File: src/rtl/tcam_scan.sv
module tcam_scan #(
  parameter int ENTRIES = 8,
  parameter int KEY_W = 32,
  localparam int IDX_W = $clog2(ENTRIES)
) (
  input  logic             clk,
  input  logic             rst_n,
  input  logic             cmd_valid,
  input  logic [2:0]       cmd_op,
  input  logic [KEY_W-1:0] cmd_key,
  input  logic [KEY_W-1:0] cmd_care,
  input  logic [IDX_W-1:0] cmd_index,
  output logic             busy,
  output logic             done,
  output logic             hit,
  output logic [IDX_W-1:0] match_idx,
  output logic             full
);
  localparam logic [2:0] OP_SRCH = 3'd0, OP_NEXT = 3'd1, OP_INS = 3'd2,
                         OP_DKEY = 3'd3, OP_DIDX = 3'd4, OP_FLUSH = 3'd5;
  localparam logic [IDX_W-1:0] LAST = IDX_W'(ENTRIES - 1);
  localparam logic [IDX_W-1:0] STEP = IDX_W'(1);
  localparam logic [IDX_W:0]   ENDP = (IDX_W + 1)'(ENTRIES);

  logic [KEY_W-1:0] store [ENTRIES];
  logic [ENTRIES-1:0] valid_q;
  logic             scan_q, done_q, hit_q, full_q;
  logic [2:0]       op_q;
  logic [KEY_W-1:0] key_q, care_q;
  logic [IDX_W-1:0] ptr_q, idx_q;
  logic [IDX_W:0]   resume_q;

  wire ent_match = valid_q[ptr_q] && (((store[ptr_q] ^ key_q) & care_q) == '0);
  wire found     = (op_q == OP_INS) ? !valid_q[ptr_q] : ent_match;
  wire at_last   = (ptr_q == LAST);
  wire srch_q    = (op_q == OP_SRCH) || (op_q == OP_NEXT);
  wire idx_ok    = ({1'b0, cmd_index} < ENDP);
  wire didx_hit  = idx_ok && valid_q[cmd_index];

  always_ff @(posedge clk or negedge rst_n) begin
    if (!rst_n) begin
      valid_q  <= '0;
      scan_q   <= 1'b0;
      done_q   <= 1'b0;
      hit_q    <= 1'b0;
      full_q   <= 1'b0;
      idx_q    <= '0;
      ptr_q    <= '0;
      op_q     <= OP_SRCH;
      key_q    <= '0;
      care_q   <= '0;
      resume_q <= '0;
    end else begin
      done_q <= 1'b0;
      full_q <= 1'b0;
      if (scan_q) begin
        if (found) begin
          scan_q <= 1'b0;
          done_q <= 1'b1;
          hit_q  <= 1'b1;
          idx_q  <= ptr_q;
          if (op_q == OP_INS)  valid_q[ptr_q] <= 1'b1;
          if (op_q == OP_DKEY) valid_q[ptr_q] <= 1'b0;
          if (srch_q) resume_q <= {1'b0, ptr_q} + (IDX_W + 1)'(1);
        end else if (at_last) begin
          scan_q <= 1'b0;
          done_q <= 1'b1;
          hit_q  <= 1'b0;
          idx_q  <= '0;
          full_q <= (op_q == OP_INS);
          if (srch_q) resume_q <= ENDP;
        end else begin
          ptr_q <= ptr_q + STEP;
        end
      end else if (cmd_valid) begin
        op_q   <= cmd_op;
        key_q  <= cmd_key;
        care_q <= cmd_care;
        case (cmd_op)
          OP_SRCH, OP_INS, OP_DKEY: begin
            scan_q <= 1'b1;
            ptr_q  <= '0;
          end
          OP_NEXT: begin
            if (resume_q >= ENDP) begin
              done_q <= 1'b1;
              hit_q  <= 1'b0;
              idx_q  <= '0;
            end else begin
              scan_q <= 1'b1;
              ptr_q  <= resume_q[IDX_W-1:0];
            end
          end
          OP_DIDX: begin
            done_q <= 1'b1;
            hit_q  <= didx_hit;
            idx_q  <= didx_hit ? cmd_index : '0;
            if (didx_hit) valid_q[cmd_index] <= 1'b0;
          end
          OP_FLUSH: begin
            valid_q  <= '0;
            resume_q <= '0;
            done_q   <= 1'b1;
            hit_q    <= 1'b0;
            idx_q    <= '0;
          end
          default: begin
            done_q <= 1'b1;
            hit_q  <= 1'b0;
            idx_q  <= '0;
          end
        endcase
      end
    end
  end

  always_ff @(posedge clk) begin
    if (scan_q && found && op_q == OP_INS) store[ptr_q] <= key_q;
  end

  assign busy      = scan_q;
  assign done      = done_q;
  assign hit       = hit_q;
  assign match_idx = idx_q;
  assign full      = full_q;
endmodule


File: config.mk
export PLATFORM = sky130hd
export DESIGN_NAME = tcam_scan
export DESIGN_NICKNAME = d
export VERILOG_FILES = /design/src/rtl/tcam_scan.sv
export SDC_FILE = /design/constraint.sdc
export NUM_CORES = 1
export LEC_CHECK = 0
export BUFFER_PORTS_ARGS = -buffer_cell sky130_fd_sc_hd__buf_2
export CAP_MARGIN = 10
export CELL_PAD_IN_SITES_DETAIL_PLACEMENT = 0
export CELL_PAD_IN_SITES_GLOBAL_PLACEMENT = 1
export CORE_ASPECT_RATIO = 1.1
export CORE_MARGIN = 4
export CORE_UTILIZATION = 35
export DETAILED_ROUTE_END_ITERATION = 8
export GPL_TIMING_DRIVEN = 0
export PLACE_DENSITY = 0.68
export SETUP_SLACK_MARGIN = 0.15
export SLEW_MARGIN = 20
export SYNTH_ARGS = -nofsm -noshare
export SYNTH_HDL_FRONTEND = slang
export SYNTH_SLANG_ARGS = --single-unit
File: constraint.sdc
create_clock -name clk -period 5.94 [get_ports clk]
set_input_delay 0.594 -clock clk [delete_from_list [all_inputs] [get_ports clk]]
set_output_delay 0.594 -clock clk [all_outputs]
set_load 0.1 [all_outputs]
==> metrics.cfg <==
[finish]
final_layout_size_suffix_gt1_share_pct=19.75
fin_nets=1240
syn_to_final_growth_pct=18.55
regArea_um2=9915
postLayoutCoreUtil_pct=42.20
fillCellCount=3670
multiInputGateArea_um2=4167
diodes=0

[worst_setup_path]
rrSetupSlack_ps=900
worst-path-buf-inv=3
max_stage_delay_ps=840
crit_path_end_kind=register
path_cells=buf_4 -> buf_6 -> nor2_1 -> a22o_1 -> a221oi_2 -> mux2i_1 -> a2111oi_0 -> nand4_1 -> nor4_1 -> or2_2 -> clkbuf_1 -> a32oi_1
reg2regPathDepth=12
crit_fanout=10
start_kind=register
crit_required_ps=6300
crit_slowest_cell=a2111oi_0
r2r-end=valid_q[7]$_DFFE_PN0P_
critPathKind=register to register
crit_family=simple AND/OR/NAND/NOR gates
r2r-start=ptr_q[1]$_DFFE_PN0P_
worstPathArrival_ps=5400

[yosys]
synth.distinct_cells=66
synth_area_um2=14370
synth_edf_count=256
async_flop_share_pct=25.80
syn_inst=1023
synth-seq-area-share_pct=68.99
ys.flop_type=edfxtp_1
syn-num-nets=1098
ys_warn_count=0
synth_seq_cells=345
syn_avg_cell_area_um2=14.05

[clocking]
numCtsBuffers=38
root_buffer=clkbuf_16
cts_tree=yes
cts_buffer_depth=3
post-cts-setup-buffers=0
clk_pin_slew_worst_paths_ps=60
cts.sinks=345
clkLatencyLatePin_ps=530
htree_levels=2

[timing]
final-max-slew-violation-count=0
min_period_ps=5036
clock.fmax_mhz=198.6
final_hold_viol_count=0
worst_slew_pin_slew_ps=1078
fin_skew_ps=25.61
period_share_pct=84.79
rsz0062_at_grt=no
setup_violations=0
setup_ws_ps=903.6
finalSetupTns_ps=0
slew_headroom_pct=27.90

[grt]
grt_max_degree=72
antenna_found_initial=0
grt_pass1_vias=9028
grt_usage_pct=17.82
grt-ovfl-total=0
grt_pass1_wl_um=59320

[run_status]
status=finished clean

[route]
routed_wl_um=39950
num_vias=9000
first_pass_iters=5
initialDrtViolationCount=712
ant_nets=0
drc=0
wl_per_cell_um=23.39
vias_per_cell=5.269

[job]
drv_cap=0

[floorplanning]
row_count=77
core_um2=40370
die-area_um2=44370
die_x_um=201.2
start_util_pct=35.60
boundaryPins=80
die_h_um=220.5

[placement]
detailedPlace.worstSlack_ps=1101
gp_congestion=0.8139
portBuffers=77
hpwl_um=27390

[min_path]
holdCritStartpoint=cmd_key[4]
hp-class=input pin to register
hold_depth=3
hold_path_end=key_q[4]$_DFFE_PN0P_

[power_and_ir_drop]
ir_drop_uv=205.6
power.static_leakage_nw=6.539
p_per_area_nw_per_um2=530.9

==> metrics by stage <==
step           area (um^2)  instances  hold slack, ps  power [mW]
4_1_cts              17040       1708           241.6       9.091
3_3_place_gp         15400       1613           452.7       6.716
2_1_floorplan        14370       1023           298.4       5.595
6_report             17040       1708           254.6       9.043
3_5_place_dp         15810       1637           460.0       6.793
5_1_grt              17040       1708           254.5       9.485
==> cells by family (layout without fill, tap and decap cells) <==
logic type                 after synthesis  after routing  share of synthesized area, %
adders and majority gates                2              2                        0.1741
AOI/OAI and AO/OA                      133            133                         6.948
DFF                                    345            345                         68.99
muxes                                  110            110                         10.01
and+or+nand+nor                        330            330                         9.665
buffers and inverters                   73            245                         2.377
xor gates and xnor gates                30             30                         1.829
==> where the power goes <==
group	internal [mW]	total, mW	switching, mW
sequential	3.20	3.65	0.449
combinational	1.11	3.10	1.99
clock	1.35	2.29	0.943
total	5.66	9.04	3.38
==> layer usage <==
metal  part of all wire, %  up-vias  GRT usage (%)
met3                   5.2       67          2.521
li1                      -     4073              -
met5                     0        -              0
met2                    47      306          29.72
met1                    45     4554          24.59
met4                   2.8        0          5.378
==> synthesized netlist by cell type, drive strengths merged (3+ instances only) <==
| library cell | instances | area, um^2 |
|---|---|---|
| o311ai | 3 | 33.79 |
| dfrtp | 89 | 2227 |
| o21ai | 22 | 110.1 |
| xnor2 | 21 | 183.9 |
| a311oi | 3 | 26.28 |
| inv | 20 | 75.07 |
| mux4 | 26 | 585.6 |
| buf | 28 | 172.7 |
| mux2i | 74 | 740.7 |
| a211oi | 8 | 60.06 |
| a22oi | 15 | 117.6 |
| and2 | 5 | 31.28 |
| a221o | 3 | 30.03 |
| edfxtp | 256 | 7687 |
| nand4 | 3 | 18.77 |
| o31ai | 3 | 22.52 |
| nor3 | 13 | 65.06 |
| nor2b | 11 | 76.32 |
| nor2 | 32 | 127.6 |
| nand2b | 7 | 43.79 |
| a22o | 7 | 61.31 |
| o221ai | 4 | 35.03 |
| xor2 | 9 | 78.83 |
| a32oi | 8 | 70.07 |
| or2 | 5 | 31.29 |
| a221oi | 10 | 93.84 |
| o211ai | 3 | 22.52 |
| nand3 | 11 | 55.05 |
| mux2 | 10 | 112.6 |
| o22ai | 18 | 112.6 |
| clkbuf | 25 | 93.84 |
| a21oi | 12 | 71.32 |
| nand2 | 235 | 882.1 |
==> cell type report <==
type                    instances  share of cell area [%]
multi-input cells             605                   24.46
clock buffers                  54                   6.236
flip-flops and latches        345                   58.20
inverters                      20                  0.4407
well taps                     513                   3.768
clock inverters                16                  0.9254
repair buffers                102                   4.407
plain buffers                  53                   1.564
==> state kept, by name, indices dropped and copies added, names as in the netlist <==
signal	count
key_q	32
care_q	32
match_idx	3
resume_q	4
busy	1
valid_q	8
full	1
hit	1
store	256
op_q	3
ptr_q	3
done	1
==> worst min-delay path: stages <==
cell	delay (ps)
buf_2	70
nand2_1	40
nand2_1	40
==> cell usage in the layout (no fill, tap or decap), types with 22 or more instances in the layout <==
cell type	Yosys	layout
o21ai_0	22	22
dfrtp_1	89	89
mux2i_1	74	74
edfxtp_1	256	256
mux4_2	26	26
clkbuf_1	25	37
nor2_1	31	26
clkbuf_16	0	39
buf_2	15	91
nand2_1	235	235
==> what timing repair did <==
item                                   4_1_cts  5_1_grt
hold buffers                                 1        0
gates resized for setup                      0        0
endpoints found under the hold margin       18        0
==> how the worst max path moves through the flow <==
| stage | start | to | cells past startpoint |
|---|---|---|---|
| 4_1_cts | ptr_q[1]$_DFFE_PN0P_ | valid_q[0]$_DFFE_PN0P_ | 12 |
| 6_report | ptr_q[1]$_DFFE_PN0P_ | valid_q[7]$_DFFE_PN0P_ | 12 |
| 5_1_grt | ptr_q[1]$_DFFE_PN0P_ | valid_q[7]$_DFFE_PN0P_ | 12 |
| 2_1_floorplan | ptr_q[1]$_DFFE_PN0P_ | store[1][0]$_DFFE_PP_ | 7 |
| 3_3_place_gp | ptr_q[2]$_DFFE_PN0P_ | store[6][10]$_DFFE_PP_ | 8 |
| 3_5_place_dp | ptr_q[1]$_DFFE_PN0P_ | valid_q[7]$_DFFE_PN0P_ | 12 |
Power figures use the tool's default switching activity.
